`src/rtl/fcsr_pkg.sv`:
```
package fcsr_pkg;
  typedef enum logic [1:0] {
    RND_NEAR = 2'd0,
    RND_ZERO = 2'd1,
    RND_PINF = 2'd2,
    RND_NINF = 2'd3
  } rnd_mode_e;

  localparam int EXC_W    = 5;   // IEEE exception kinds
  localparam int FLG_LO   = 2;
  localparam int ENA_LO   = FLG_LO + EXC_W;
  localparam int CAU_LO   = ENA_LO + EXC_W;
  localparam int UNIMP_B  = CAU_LO + EXC_W;
  localparam int RSV_LO   = UNIMP_B + 1;
  localparam int RSV_HI   = 22;
  localparam int CC0_B    = 23;
  localparam int CC_N     = 8;

  // position of condition code i inside the status word
  function automatic int cc_pos(input int i);
    return (i == 0) ? CC0_B : 24 + i;
  endfunction
endpackage

```
`src/rtl/fcsr_trap_eval.sv`:
```
module fcsr_trap_eval
  import fcsr_pkg::*;
#(
  parameter int DW = 32
) (
  input  logic [DW-1:0] word_i,
  output logic          trap_o
);
  logic [EXC_W-1:0] hit;

  always_comb begin
    hit    = word_i[CAU_LO +: EXC_W] & word_i[ENA_LO +: EXC_W];
    trap_o = (|hit) | word_i[UNIMP_B];
  end
endmodule

```
`src/rtl/fcsr_next.sv`:
```
module fcsr_next
  import fcsr_pkg::*;
#(
  parameter int DW = 32
) (
  input  logic [DW-1:0]  cur_i,
  input  logic           wr_i,
  input  logic [DW-1:0]  wdata_i,
  input  logic           op_i,
  input  logic [EXC_W:0] exc_i,
  input  logic           cc_we_i,
  input  logic [2:0]     cc_idx_i,
  input  logic           cc_val_i,
  input  logic           op_trap_i,
  output logic [DW-1:0]  masked_o,
  output logic [DW-1:0]  op_word_o,
  output logic [DW-1:0]  nxt_o,
  output logic           load_o
);
  localparam logic [DW-1:0] RSV_MASK =
    ((DW'(1) << (RSV_HI + 1)) - 1) & ~((DW'(1) << RSV_LO) - 1);

  logic [DW-1:0] op_nxt;

  always_comb begin
    masked_o  = wdata_i & ~RSV_MASK;
    op_word_o = cur_i;
    op_word_o[CAU_LO +: EXC_W + 1] = exc_i;
    op_nxt = op_word_o;
    op_nxt[FLG_LO +: EXC_W] = cur_i[FLG_LO +: EXC_W] | exc_i[EXC_W-1:0];
    for (int i = 0; i < CC_N; i++) begin
      if (cc_we_i && !op_trap_i && (cc_idx_i == 3'(i)))
        op_nxt[cc_pos(i)] = cc_val_i;
    end
    load_o = wr_i | op_i;
    if (wr_i)       nxt_o = masked_o;
    else if (op_i)  nxt_o = op_nxt;
    else            nxt_o = cur_i;
  end
endmodule

```
`src/rtl/fcsr_ccview.sv`:
```
module fcsr_ccview
  import fcsr_pkg::*;
#(
  parameter int DW = 32
) (
  input  logic [DW-1:0]   word_i,
  input  logic [2:0]      sel_i,
  output logic [CC_N-1:0] cc_o,
  output logic            bit_o
);
  for (genvar g = 0; g < CC_N; g++) begin : g_cc
    assign cc_o[g] = word_i[cc_pos(g)];
  end
  assign bit_o = cc_o[sel_i];
endmodule

```
`src/rtl/fcsr_unit.sv`:
```
module fcsr_unit
  import fcsr_pkg::*;
#(
  parameter int          DW        = 32,
  parameter int          IDX_W     = 5,
  parameter int          CSR_IDX   = 31,
  parameter logic [31:0] REV_VALUE = 32'h0
) (
  input  logic             clk,
  input  logic             rst_n,
  input  logic [IDX_W-1:0] ctl_idx,
  input  logic             ctl_wr,
  input  logic [DW-1:0]    ctl_wdata,
  output logic [DW-1:0]    ctl_rdata,
  input  logic             op_done,
  input  logic [EXC_W:0]   op_exc,
  input  logic             op_cc_we,
  input  logic [2:0]       op_cc_idx,
  input  logic             op_cc_val,
  output logic             trap,
  output logic             commit_en,
  output logic [1:0]       rnd_mode,
  output logic [CC_N-1:0]  cc_vec,
  input  logic [2:0]       cc_sel,
  output logic             cc_sel_bit
);
  localparam logic [IDX_W-1:0] CSR_SEL = IDX_W'(CSR_IDX);

  logic [DW-1:0] csr_q, csr_d, masked_w, op_word;
  logic          csr_wr, load_en, op_trap_raw, wr_trap_raw, op_trap;
  rnd_mode_e     rm;

  assign csr_wr  = ctl_wr && (ctl_idx == CSR_SEL);
  assign op_trap = op_done && op_trap_raw;

  fcsr_next #(.DW(DW)) next_i (
    .cur_i(csr_q), .wr_i(csr_wr), .wdata_i(ctl_wdata), .op_i(op_done),
    .exc_i(op_exc), .cc_we_i(op_cc_we), .cc_idx_i(op_cc_idx),
    .cc_val_i(op_cc_val), .op_trap_i(op_trap), .masked_o(masked_w),
    .op_word_o(op_word), .nxt_o(csr_d), .load_o(load_en)
  );

  fcsr_trap_eval #(.DW(DW)) op_chk_i (.word_i(op_word),  .trap_o(op_trap_raw));
  fcsr_trap_eval #(.DW(DW)) wr_chk_i (.word_i(masked_w), .trap_o(wr_trap_raw));

  fcsr_ccview #(.DW(DW)) ccv_i (
    .word_i(csr_q), .sel_i(cc_sel), .cc_o(cc_vec), .bit_o(cc_sel_bit)
  );

  always_ff @(posedge clk or negedge rst_n) begin
    if (!rst_n)       csr_q <= '0;
    else if (load_en) csr_q <= csr_d;
  end

  always_comb begin
    trap      = op_trap | (csr_wr && wr_trap_raw);
    commit_en = op_done && !trap;
    rm        = rnd_mode_e'(csr_q[1:0]);
    rnd_mode  = rm;
    if (ctl_idx == CSR_SEL)  ctl_rdata = csr_q;
    else if (ctl_idx == '0)  ctl_rdata = DW'(REV_VALUE);
    else                     ctl_rdata = '0;
  end


  rsv_zero_chk: assert property (@(posedge clk) disable iff (!rst_n)
    csr_q[RSV_HI:RSV_LO] == '0);


  cause_replace_chk: assert property (@(posedge clk) disable iff (!rst_n)
    (op_done && !csr_wr) |=> (csr_q[UNIMP_B:CAU_LO] == $past(op_exc)));


  flag_sticky_chk: assert property (@(posedge clk) disable iff (!rst_n)
    (op_done && !csr_wr) |=>
      ((csr_q[ENA_LO-1:FLG_LO] & $past(csr_q[ENA_LO-1:FLG_LO]))
        == $past(csr_q[ENA_LO-1:FLG_LO])));


  op_trap_chk: assert property (@(posedge clk) disable iff (!rst_n)
    (op_done && ((|(op_exc[EXC_W-1:0] & csr_q[CAU_LO-1:ENA_LO])) || op_exc[EXC_W]))
      |-> trap);


  cc_hold_chk: assert property (@(posedge clk) disable iff (!rst_n)
    (op_done && trap && !csr_wr) |=> $stable(cc_vec));


  commit_block_chk: assert property (@(posedge clk) disable iff (!rst_n)
    trap |-> !commit_en);
endmodule

```
`config.mk`:
```
export PLATFORM = sky130hd
export DESIGN_NAME = fcsr_unit
export DESIGN_NICKNAME = d
export VERILOG_FILES = /design/src/rtl/fcsr_pkg.sv /design/src/rtl/fcsr_trap_eval.sv /design/src/rtl/fcsr_next.sv /design/src/rtl/fcsr_ccview.sv /design/src/rtl/fcsr_unit.sv
export SDC_FILE = /design/constraint.sdc
export NUM_CORES = 1
export LEC_CHECK = 0
export BUFFER_PORTS_ARGS = -buffer_cell sky130_fd_sc_hd__buf_2
export CAP_MARGIN = 40
export CELL_PAD_IN_SITES_DETAIL_PLACEMENT = 1
export CELL_PAD_IN_SITES_GLOBAL_PLACEMENT = 1
export CORE_UTILIZATION = 31
export CTS_CLUSTER_DIAMETER = 30
export DETAILED_ROUTE_END_ITERATION = 10
export PLACE_DENSITY = 0.85
export SYNTH_ARGS = -nofsm -noshare
export SYNTH_HDL_FRONTEND = slang
export SYNTH_SLANG_ARGS = --single-unit
```
`constraint.sdc`:
```
create_clock -name clk -period 1.89 [get_ports clk]
set_input_delay 0.378 -clock clk [delete_from_list [all_inputs] [get_ports clk]]
set_output_delay 0.378 -clock clk [all_outputs]
set_load 0.005 [all_outputs]
```
==> load_flow_metrics.sql <==
INSERT INTO impl_metrics (metric_group, metric, value, unit) VALUES
('outcome', 'run_status', 'complete, but fails checks', ''),
('outcome', 'failed_checks', 'negative setup slack', ''),
('power_and_ir_drop', 'power_report.internal_total', '1.06', 'mW'),
('finish', 'num_antenna_cells', '0', ''),
('synth', 'yosys.cell_types.count', '27', ''),
('detailed_routing', 'number_of_vias_after_detailed_routing', '1787', ''),
('cts', 'ctsHtreeMaxLevel', '1', ''),
('sta', 'rsz0062_at_grt', 'yes', ''),
('cts', 'cts_root_buf', 'sky130_fd_sc_hd__clkbuf_8', ''),
('critical_path', 'crit_path_start_kind', 'register', ''),
('detailed_routing', 'wire_per_inst', '16.4', 'µm'),
('grt', 'track_usage', '19.4', '%'),
('finish', 'finalCoreUtilization', '42.4', '%'),
('power_and_ir_drop', 'swShare', '31.2', '%'),
('sta', 'fin_worst_skew', '0.00509', 'ns'),
('finish', 'top_register_by_number_of_flip_flops', 'csr_q', ''),
('power_and_ir_drop', 'total_power', '1.54', 'mW'),
('power_and_ir_drop', 'p_clk_share', '21.7', '%'),
('finish', 'number_of_flip_flops_under_the_largest_register_name', '27', ''),
('floorplan', 'boundaryPins', '100', ''),
('finish', 'flow.area_growth_from_synthesis', '28.3', '%'),
('synth', 'synthCells', '201', ''),
('floorplan', 'die_h', '76.9', 'µm'),
('sta', 'post-route-period-util', '105', '%'),
('placement', 'portBuffers', '89', ''),
('sta', 'max-slew-margin-rel', '57.6', '%'),
('detailed_routing', 'drt-total-wl', '5720', 'µm'),
('power_and_ir_drop', 'power.switching', '480', 'µW'),
('critical_path', 'critical_path.reg2reg.startpoint', 'csr_q[11]', ''),
('detailed_routing', 'dr.first_iter.drc_count', '87', ''),
('sta', 'finalWorstSetupSlack', '-0.0959', 'ns'),
('synth', 'ys.warnings.count', '0', ''),
('finish', 'mostFrequentLayoutCells', '88 x sky130_fd_sc_hd__buf_2, 45 x sky130_fd_sc_hd__nand2_1, 29 x sky130_fd_sc_hd__and3_1', ''),
('synth', 'synth_top_cell_by_area', 'sky130_fd_sc_hd__dfrtp_1', ''),
('synth', 'ys_seq_area_share', '38.8', '%'),
('critical_path', 'regToRegSetupSlack', '0.17', 'ns'),
('floorplan', 'die_width', '76.9', 'µm'),
('power_and_ir_drop', 'leakagePower', '1.26', 'nW'),
('power_and_ir_drop', 'vdd.ir_drop.worst', '0.308', 'mV'),
('power_and_ir_drop', 'pwr-share-seq', '49.5', '%'),
('floorplan', 'core-area', '0.00527', 'mm²'),
('critical_path', 'endpoint_kind', 'output pin', ''),
('detailed_routing', 'remaining_drc_errors', '0', ''),
('placement', 'pre_cts_ws', '0.114', 'ns'),
('cts', 'holdBufCountCts', '0', ''),
('cts', 'tritoncts', 'yes', ''),
('detailed_routing', 'drt-pass1-iter-count', '4', ''),
('cts', 'numCtsBuffers', '3', ''),
('sta', 'tightestPinTransition', '0.636', 'ns'),
('finish', 'registers_with_the_highest_flip_flop_counts', 'csr_q: 27 flops', ''),
('cts', 'clk_path_buf_depth', '2', ''),
('sta', 'fmaxAchievable', '0.504', 'GHz'),
('grt', 'grt.met3_usage', '2.98', '%'),
('critical_path', 'worstPathMaxFanout', '4', ''),
('hold_path', 'worstHoldPathType', 'in2async', ''),
('cts', 'clock_latency', '0.27', 'ns'),
('grt', 'grt_pass1_vias', '1841', ''),
('critical_path', 'timing.rr.end', 'csr_q[26]', ''),
('floorplan', 'floorplan.initialDensity', '33.0', '%'),
('sta', 'post-route-min-period', '1.99', 'ns'),
('cts', 'clkTransAtPathRegs', '0.10', 'ns'),
('sta', 'timing.final.setup_violations', '1', ''),
('floorplan', 'placementRows', '26', ''),
('floorplan', 'floorplan.die_area', '0.00592', 'mm²'),
('sta', 'final_hold_viol_count', '0', ''),
('finish', 'design.final.nets', '334', ''),
('critical_path', 'worstPathRequired', '1.51', 'ns'),
('synth', 'synthDominantCellAreaShare', '38.8', '%'),
('critical_path', 'setup.worst_path.class', 'reg2out', ''),
('grt', 'grt.met2_usage', '35.6', '%'),
('finish', 'final_common_cell', 'sky130_fd_sc_hd__buf_2', '');
-- kinds of logic (layout without fill, tap and decap cells) --
kind of cell           Yosys count  count (layout)  synth area share [%]
multiplexers                    11              11                  7.84
buffers and inverters           31             104                  10.6
AND/OR/NAND/NOR                 99              99                  31.0
flip-flops                      27              27                  38.8
AO/OA/AOI/OAI                   32              32                  11.5
other                            1               5                 0.215
-- cell usage after synthesis --
cell type and instances:
sky130_fd_sc_hd__a211o_1 2, sky130_fd_sc_hd__a211oi_1 1, sky130_fd_sc_hd__a21oi_1 7, sky130_fd_sc_hd__a22oi_1 2, sky130_fd_sc_hd__a22oi_2 2, sky130_fd_sc_hd__and2_4 2, sky130_fd_sc_hd__and3_1 29, sky130_fd_sc_hd__and4_1 3
sky130_fd_sc_hd__and4bb_2 1, sky130_fd_sc_hd__buf_1 1, sky130_fd_sc_hd__buf_2 4, sky130_fd_sc_hd__buf_4 15, sky130_fd_sc_hd__buf_6 1, sky130_fd_sc_hd__clkbuf_1 7, sky130_fd_sc_hd__conb_1 1, sky130_fd_sc_hd__dfrtp_1 27
sky130_fd_sc_hd__inv_1 3, sky130_fd_sc_hd__mux2_2 1, sky130_fd_sc_hd__mux2i_1 8, sky130_fd_sc_hd__mux4_2 2, sky130_fd_sc_hd__nand2_1 45, sky130_fd_sc_hd__nand3_1 7, sky130_fd_sc_hd__nand4_1 5, sky130_fd_sc_hd__nand4b_1 3
sky130_fd_sc_hd__o211ai_1 4, sky130_fd_sc_hd__o21ai_0 14, sky130_fd_sc_hd__or4b_1 4
-- routing by layer --
metal  routed length [µm]  vias up
li1                     -      851
met1                 2380      869
met2                 3020       63
met3                  290        4
met4                   35        0
met5                    0        -
-- metrics by stage --
stage               setup TNS, ns  hold WS (ns)  area [µm²]  cells
floorplan                       0        0.0824        1760    205
global placement                0         0.435        2150    341
detailed placement              0         0.435        2150    341
CTS                       -0.0719         0.134        2200    345
global route               -0.135         0.153        2230    348
finish                    -0.0959         0.115        2230    348
-- power groups by stage --
stage	clock (mW)	combinational (mW)	sequential [mW]
2_1_floorplan	0	0.290	0.742
3_3_place_gp	0	0.382	0.767
3_5_place_dp	0	0.403	0.772
4_1_cts	0.343	0.405	0.760
5_1_grt	0.366	0.489	0.777
6_report	0.334	0.442	0.761
-- area by class of cell --
cell class / count / area, µm² / share of cell area [%]
repair buffers: 97 / 512 / 22.9
clock buffers: 4 / 45.0 / 2.02
inverters: 3 / 11.3 / 0.504
multi-input cells: 147 / 902 / 40.4
flip-flops and latches: 27 / 676 / 30.3
well taps: 70 / 87.6 / 3.92
-- critical path: stages (launching register included) --
cell                      delay (ns)
sky130_fd_sc_hd__dfrtp_1        0.43
sky130_fd_sc_hd__mux4_2         0.49
sky130_fd_sc_hd__mux2_4         0.29
sky130_fd_sc_hd__buf_6          0.12
-- what timing repair did --
| action | in CTS | in global routing |
|---|---|---|
| pin swaps | 0 | 2 |
| setup buffers | 0 | 3 |
| resized for setup | 0 | 3 |
| endpoints found under the setup margin | 1 | 3 |
-- worst max-delay path by stage --
stage,startpoint,to,slack [ns],depth (start not counted)
final,csr_q[26],cc_sel_bit,-0.1,3
after global routing,csr_q[27],cc_sel_bit,-0.13,3
after CTS,csr_q[27],cc_sel_bit,-0.07,3
after detailed placement,op_exc[3],csr_q[29],0.11,5
after global placement,cc_sel[0],cc_sel_bit,0.15,4
after floorplan,ctl_idx[1],ctl_rdata[10],0.32,4
(Power assumes the default switching activity.)
